--- src/rtl/lif_pkg.sv ---
package lif_pkg;
  // Strobes from control to datapath
  typedef struct packed {
    logic resetPot;  // load resting level into the potential
    logic loadCfg;   // capture configuration into shadow registers
    logic doStep;    // perform one Euler update
  } lifStrobes_t;
endpackage

--- src/rtl/lif_ctrl.sv ---
module lif_ctrl
  import lif_pkg::*;
(
  input  logic        clk,
  input  logic        rst,
  input  logic        stepEn,
  input  logic        fire,
  output lifStrobes_t st,
  output logic        spike
);

  always_comb begin
    st.resetPot = rst;
    st.loadCfg  = rst | ~stepEn;
    st.doStep   = stepEn & ~rst;
  end

  always_ff @(posedge clk) begin
    if (rst) spike <= 1'b0;
    else     spike <= fire;
  end

  AST_SPIKE_AFTER_STEP: assert property (@(posedge clk) disable iff (rst)
    spike |-> $past(stepEn));

  AST_FIRE_MAKES_SPIKE: assert property (@(posedge clk) disable iff (rst)
    (st.doStep && fire) |=> spike);

endmodule

--- src/rtl/lif_datapath.sv ---
module lif_datapath
  import lif_pkg::*;
#(
  parameter int DW        = 16,
  parameter int FRAC      = 8,
  parameter int GW        = 16,
  parameter bit USE_SHIFT = 1'b0
)(
  input  logic                 clk,
  input  lifStrobes_t          st,
  input  logic signed [DW-1:0] inCurrent,
  input  logic signed [DW-1:0] cfgRest,
  input  logic signed [DW-1:0] cfgThresh,
  input  logic        [DW-1:0] cfgResist,
  input  logic        [GW-1:0] cfgGain,
  output logic                 fire,
  output logic signed [DW-1:0] potential
);

  localparam int PW  = 2*DW + 1;          // current x resistance
  localparam int DFW = PW + 1;            // difference term
  localparam int MW  = DFW + GW + 1;      // scaled increment
  localparam int SHW = $clog2(MW);
  localparam logic signed [MW-1:0] VMAX = {{(MW-DW+1){1'b0}}, {(DW-1){1'b1}}};
  localparam logic signed [MW-1:0] VMIN = {{(MW-DW+1){1'b1}}, {(DW-1){1'b0}}};

  // Shadow configuration
  logic signed [DW-1:0] restS, thrS;
  logic        [DW-1:0] resS;
  logic        [GW-1:0] gainS;

  always_ff @(posedge clk) begin
    if (st.loadCfg) begin
      restS <= cfgRest;
      thrS  <= cfgThresh;
      resS  <= cfgResist;
      gainS <= cfgGain;
    end
  end

  // Drive term I*R, back to Q8.8 with floor rounding
  logic signed [PW-1:0]  curX, resX, driveFull, driveQ;
  logic signed [DFW-1:0] diff;
  logic signed [MW-1:0]  diffX, inc, sum;
  logic signed [DW-1:0]  satV;

  always_comb begin
    curX      = PW'(inCurrent);
    resX      = PW'({1'b0, resS});
    driveFull = curX * resX;
    driveQ    = driveFull >>> FRAC;
    diff      = DFW'(driveQ) - (DFW'(potential) - DFW'(restS));
    diffX     = MW'(diff);
  end

  generate
    if (USE_SHIFT) begin : g_shiftGain
      always_comb inc = diffX >>> gainS[SHW-1:0];
    end else begin : g_mulGain
      logic signed [MW-1:0] gainX, prod;
      always_comb begin
        gainX = MW'({1'b0, gainS});
        prod  = diffX * gainX;
        inc   = prod >>> GW;
      end
    end
  endgenerate

  always_comb begin
    sum = MW'(potential) + inc;
    if (sum > VMAX)      satV = DW'(VMAX);
    else if (sum < VMIN) satV = DW'(VMIN);
    else                 satV = DW'(sum);
    fire = st.doStep && (satV >= thrS);
  end

  always_ff @(posedge clk) begin
    if (st.resetPot)   potential <= cfgRest;
    else if (st.doStep) potential <= fire ? restS : satV;
  end

  AST_FIRE_TO_REST: assert property (@(posedge clk) disable iff (st.resetPot)
    (st.doStep && fire) |=> (potential == $past(restS)));

  AST_IDLE_HOLD: assert property (@(posedge clk) disable iff (st.resetPot)
    (!st.doStep) |=> $stable(potential));

  AST_CFG_HOLD: assert property (@(posedge clk) disable iff (st.resetPot)
    (!st.loadCfg) |=> ($stable(thrS) && $stable(gainS) && $stable(restS)));

  AST_NO_WRAP: assert property (@(posedge clk) disable iff (st.resetPot)
    (st.doStep && !fire && diff > 0) |=> (potential >= $past(potential)));

endmodule

--- src/rtl/lif_neuron.sv ---
module lif_neuron
  import lif_pkg::*;
#(
  parameter int DW        = 16,
  parameter int FRAC      = 8,
  parameter int GW        = 16,
  parameter bit USE_SHIFT = 1'b0
)(
  input  logic                 clk,
  input  logic                 rst,
  input  logic                 stepEn,
  input  logic signed [DW-1:0] inCurrent,
  input  logic signed [DW-1:0] cfgRest,
  input  logic signed [DW-1:0] cfgThresh,
  input  logic        [DW-1:0] cfgResist,
  input  logic        [GW-1:0] cfgGain,
  output logic                 spike,
  output logic signed [DW-1:0] potential
);

  lifStrobes_t st;
  logic        fire;

  lif_ctrl u_ctrl (
    .clk    (clk),
    .rst    (rst),
    .stepEn (stepEn),
    .fire   (fire),
    .st     (st),
    .spike  (spike)
  );

  lif_datapath #(
    .DW        (DW),
    .FRAC      (FRAC),
    .GW        (GW),
    .USE_SHIFT (USE_SHIFT)
  ) u_dp (
    .clk       (clk),
    .st        (st),
    .inCurrent (inCurrent),
    .cfgRest   (cfgRest),
    .cfgThresh (cfgThresh),
    .cfgResist (cfgResist),
    .cfgGain   (cfgGain),
    .fire      (fire),
    .potential (potential)
  );

endmodule

--- config.mk ---
export PLATFORM = sky130hd
export DESIGN_NAME = lif_neuron
export DESIGN_NICKNAME = d
export VERILOG_FILES = /design/src/rtl/lif_pkg.sv /design/src/rtl/lif_ctrl.sv /design/src/rtl/lif_datapath.sv /design/src/rtl/lif_neuron.sv
export SDC_FILE = /design/constraint.sdc
export NUM_CORES = 2
export LEC_CHECK = 0
export BUFFER_PORTS_ARGS = -buffer_cell sky130_fd_sc_hd__buf_4
export CAP_MARGIN = 5
export CORE_UTILIZATION = 50
export CTS_CLUSTER_SIZE = 20
export DETAILED_ROUTE_END_ITERATION = 6
export PLACE_DENSITY = 0.76
export SETUP_SLACK_MARGIN = 0.3
export SLEW_MARGIN = 20
export SYNTH_ARGS = -nofsm -noshare
export SYNTH_HDL_FRONTEND = slang
export SYNTH_SLANG_ARGS = --single-unit
--- constraint.sdc ---
create_clock -name clk -period 30.2 [get_ports clk]
set_clock_uncertainty 0.15 [all_clocks]
set_input_delay 6.04 -clock clk [delete_from_list [all_inputs] [get_ports clk]]
set_output_delay 6.04 -clock clk [all_outputs]
set_load 0.02 [all_outputs]
### After elaboration in Yosys (flattened, before gate mapping)

Cells that the tools add are included.

| cells by class | value |
|---|---|
| divide/modulo/power cells | 0 |
| $mul | 2 |
| bitwise logic cells | 4 |
| eq/ne operators | 0 |
| shift operators | 0 |
| muxes and demuxes | 5 |
| $add $sub $neg | 3 |
| order comparisons | 3 |
| reductions and logical operators | 2 |

Operators by type and width:

| operator | number |
|---|---|
| $mux 16 | 5 |
| $gt 51x16->1 const B | 1 |
| $lt 51x16->1 const B | 1 |
| $mul 34x17->51 | 1 |
| $add 16x35->36 | 1 |
| $mul 16x17->33 | 1 |
| $sub 25x17->26 | 1 |
| $sub 16x16->17 | 1 |
| $ge 16x16->1 | 1 |
| $not 1->1 | 2 |
| $reduce_bool 2->1 | 1 |
| $and 1x1->1 | 1 |
| $logic_and 1x1->1 | 1 |
| $or 1x1->1 | 1 |

| word-level totals | value |
|---|---|
| memory bits (writable) | 0 |
| bits in latches | 0 |
| input bits | 83 |
| memories | 0 |
| word-level logic and storage cells | 25 |
| bits in read-only memories | 0 |
| flip-flop bits (word level) | 81 |

### Longest topological paths before layout

| depth | value |
|---|---|
| depth in word-level cells | 12 |
| depth in mapped cells | 86 |
| gate-level depth less buffers | 82 |

### Hierarchy

From an unflattened synthesis, not the netlist that was laid out.

| unflattened totals | value |
|---|---|
| cells, all modules | 3401 |
| area total of the unflattened synthesis | 30526.8 µm² |

By module, submodules not included:

| module | sequential area each (µm²) | cells an instance | times used | area each (µm²) |
|---|---|---|---|---|
| lif_datapath | 2402.3 | 3396 | 1 | 30480.5 |
| lif_ctrl | 20.0 | 5 | 1 | 46.3 |

### Worst setup path after synthesis

OpenSTA, ideal clock, no wires.

| timing path | value |
|---|---|
| kind | input to register |
| start | input port inCurrent[1] |
| end | register u_dp.potential[1] (data pin) |
| stages on the path | 78 |
| arrival time | 24.382 ns |
| slack | 5.397 ns |
| path buffers | 5 |
| path through | clkbuf_1 > nand2_1 > fa_1 > inv_1 > fa_1 > ha_1 > fa_1 > inv_1 > fa_1 > fa_1 > inv_1 > ha_1 > a21o_1 > a21oi_1 > o21ai_0 > a21oi_1 > o21bai_1 > o31ai_1 > (+42 left out) > or3_1 > a211oi_1 > a31oi_1 > o31ai_4 > buf_4 > o21ai_0 > ha_1 > a21o_1 > a21o_1 > a21o_1 > a21o_1 > a21o_1 > a21oi_1 > a22oi_1 > o21ai_1 > nor2b_1 > clkbuf_1 > a31oi_1 |

| on the way | value |
|---|---|
| cells in the longest elaborated chain, start to end | 12 |

RTL lines:

| element | RTL line | RTL |
|---|---|---|
| start: declaration | lif_neuron.sv:12 | `input logic signed [DW-1:0] inCurrent,` |
| $mul 16x17->33 (*) | lif_datapath.sv:50 | `driveFull = curX * resX;` |
| $sub 25x17->26 (*) | lif_datapath.sv:52 | `diff = DFW'(driveQ) - (DFW'(potential) - DFW'(restS));` |
| $mul 34x17->51 (*) | lif_datapath.sv:63 | `prod = diffX * gainX;` |
| $add 16x35->36 (*) | lif_datapath.sv:70 | `sum = MW'(potential) + inc;` |
| $lt 51x16->1 | lif_datapath.sv:72 | `else if (sum < VMIN) satV = DW'(VMIN);` |
| $mux 16 | lif_datapath.sv:72 |  |
| $mux 16 (*) | lif_datapath.sv:71 | `if (sum > VMAX) satV = DW'(VMAX);` |
| $ge 16x16->1 | lif_datapath.sv:74 | `fire = st.doStep && (satV >= thrS);` |
| $logic_and 1x1->1 | lif_datapath.sv:74 |  |
| $mux 16 (*) (2 in a row) | lif_datapath.sv:79 | `else if (st.doStep) potential <= fire ? restS : satV;` |
| $mux 16 (*) | lif_datapath.sv:78 | `if (st.resetPot) potential <= cfgRest;` |
| end signal: assignment | lif_datapath.sv:78 |  |
| end signal: assignment | lif_datapath.sv:79 |  |
| end: declaration | lif_datapath.sv:17 | `output logic signed [DW-1:0] potential` |

Mark *: on every way between the ends. The rest lies on a longest branch, timed or not. The select of a mux whose other input is x is not followed.
A chain may end at the register's enable or synchronous reset.

### Worst setup path in the final report

| timing path | value |
|---|---|
| start | input port inCurrent[7] |
| end | register u_dp.potential[5] (data pin) |

Same word-level chain as after synthesis.

==> impl_metrics.json <==
{
  "status": "finished, final reports clean",
  "holdBufCountCts": 0,
  "numCtsBuffers": 9,
  "critPathLaunch": "inCurrent[7]",
  "ys_ff_latch": 81,
  "ys_seq_area_share_pct": 7.843,
  "syn_area_sq_mm": 0.03089,
  "syn_nets": 4468,
  "clock-root-buffer": "clkbuf_16",
  "min_period_over_period_pct": 89.38,
  "first_global_vias": 24550,
  "drv_cap": 0,
  "post_cts_buffers": 0,
  "io-pin-count": 100,
  "ys_warn_count": 0,
  "tns_ps": 0,
  "dp_hpwl_mm": 60.69,
  "nets": 4484,
  "drtAntennaViolNets": 0,
  "die_w_um": 250.5,
  "dieArea_sq_mm": 0.06277,
  "place_congestion": 0.9321,
  "cts_tree": "done",
  "start_util_pct": 50.89,
  "drt-wirelength-per-cell_um": 17.20,
  "grt_usage_pct": 24.71,
  "worst_pin_slew_ps": 1182,
  "vias_per_cell": 5.448,
  "period_needed_ps": 26990,
  "crit_path_end_kind": "flop",
  "drt_first_pass_iters": 6,
  "min-delay-start": "u_dp.restS[14]",
  "rsz0062_at_grt": "false",
  "syn_avg_cell_area_sq_um": 8.942,
  "max_slew_margin_pct": 21.19,
  "r2r-start": "u_dp.resS[8]",
  "die_h_um": 250.5,
  "crit_top_cell": "fa_1",
  "reg2reg_to": "u_dp.potential[5]",
  "worstPathMaxFanout": 32,
  "grt_first_pass_wirelength_mm": 123.4,
  "drt_iter0_markers": 1550,
  "grt-ovfl-total": 0,
  "ff2ff_path_depth": 73,
  "drive_gt1_share_pct": 5.324,
  "area_growth_pct": 5.947,
  "cts.sinks": 81,
  "max_stage_delay_ps": 870,
  "synth_most_common_cell": "inv_1",
  "hold_viol_final": 0,
  "core_region_area_sq_mm": 0.06070,
  "fillCellCount": 5472,
  "clockBufferDepth": 2,
  "portBuffers": 99,
  "crit_path_top_delay_cell": "o31ai_4",
  "synth_common_cells": "810 x inv_1, 622 x fa_1, 436 x nand2_1, 309 x ha_1, 294 x and2_1",
  "clk_pin_slew_ps": 80,
  "drc": 0,
  "ys.flop_type": "edfxtp_1",
  "vias": 23220,
  "ctsResizeCount": 0,
  "crit_type": "in -> reg",
  "synth.area.top_cells": "fa_1 40%, ha_1 13%, inv_1 9.8%, edfxtp_1 7.8%, and2_1 6.0%",
  "rrSetupSlack_ps": 8180,
  "grt_max_degree": 65,
  "fmax_mhz": 37.05,
  "worstHoldPathType": "reg -> reg",
  "drt-total-wl_mm": 73.28,
  "ys_types": 80,
  "min_to": "u_dp.potential[14]",
  "setup_viol": 0,
  "synth_edf_count": 80,
  "synth_top_cell_by_area": "fa_1",
  "antenna_found_initial": 4,
  "syn_inst": 3454,
  "synth_top_area_share_pct": 40.31,
  "worstHoldPathCells": 2,
  "cp.arrival_ps": 27070,
  "finalMaxSlewViolations": 0,
  "postSynth.asyncResetShare_pct": 0,
  "ctsHtreeMaxLevel": 3,
  "start_kind": "input pin",
  "insertion_delay_ps": 390,
  "critPathRequiredTime_ps": 30270,
  "rows": 90
}
metrics by stage:
stage               instance area (sq um)  hold WS (ps)  instances  setup WS, ps  util [%]
floorplan                           30890         472.6       3454          5397         -
global placement                    32410         539.1       4241          3431     53.40
detailed placement                  32410         541.1       4241          3077     53.40
CTS                                 32710         565.2       4257          3389     53.90
global route                        32720         629.4       4261          1935     53.91
finish                              32720         575.5       4261          3206     53.91
cells in the final DEF, fill, tap and decap left out, types with 5 or more instances in the layout:
master     count
edfxtp_1      80
nor2b_1       18
nor3b_1        7
fa_1         622
a211oi_1      16
o211ai_1       8
nor3_1        31
xnor2_2        6
and4_1         6
inv_1        810
a211o_1       10
a31oi_1       23
nor2_1        79
xnor2_1       67
xor2_1        30
buf_4        129
a21oi_1       97
nand4_1       23
o31ai_1       20
and3_1        15
ha_1         309
o21ai_0       61
nand2_1      436
nand2b_1      33
or2_2         16
o21a_1        19
or3_1         12
o21bai_1      14
clkbuf_16      9
nand3_1       16
a21o_1        57
and2_1       294
a31o_2         5
worst max-delay path: cells and delay by family:
kind	cells	cell delay, ps
xor gates and xnor gates	1	160
adders and majority gates	18	8220
AOI/OAI and AO/OA	32	8020
and+or+nand+nor	15	3360
buffers and inverters	12	1220
worst max path at each step:
stage | endpoint | slack, ps | depth (start not counted)
global route | u_dp.potential[5] | 1930 | 77
CTS | u_dp.potential[5] | 3390 | 78
finish | u_dp.potential[5] | 3210 | 78
detailed placement | u_dp.potential[5] | 3080 | 77
floorplan | u_dp.potential[1] | 5400 | 78
global placement | u_dp.potential[10] | 3430 | 78
state kept, by name, summed over array words and instances, names as in the netlist:
register and cells:
u_dp.potential 16, u_ctrl.spike 1, u_dp.thrS 16, u_dp.resS 16
u_dp.restS 16, u_dp.gainS 16
area by class of cell:
cell class	count	area (sq um)	area share, %
clock inverter	7	78.83	0.2409
sequential	81	2422	7.402
inverter	810	3040	9.291
multi-input combinational	2439	25000	76.40
tap	782	978.4	2.990
antenna	4	10.01	0.03059
timing repair buffer	129	968.4	2.959
clock buffer	9	225.2	0.6882
routing by layer:
metal  up-vias  global-route usage [%]  share of wire (%)
met5         -                       0                  0
met4         0                   7.572                2.7
met3       120                   2.712                6.3
met2       740                   41.90                 48
met1     11710                   33.25                 43
li1      10650                       -                  -
kinds of logic (layout without fill, tap and decap cells):
group / after synthesis / count (layout) / share of synthesized area [%]
AO/OA/AOI/OAI: 389 / 389 / 8.503
XOR/XNOR: 103 / 103 / 2.921
adder cells (fa/ha/maj): 934 / 934 / 52.93
buffers and inverters: 934 / 955 / 11.40
flip-flops: 81 / 81 / 7.842
multiplexers: 3 / 3 / 0.1013
other: 0 / 4 / 0
AND/OR/NAND/NOR: 1010 / 1010 / 16.30
Power is left out: the tool's default activity adds up to more than one toggle a clock period on the data nets, which glitch-free logic cannot reach.
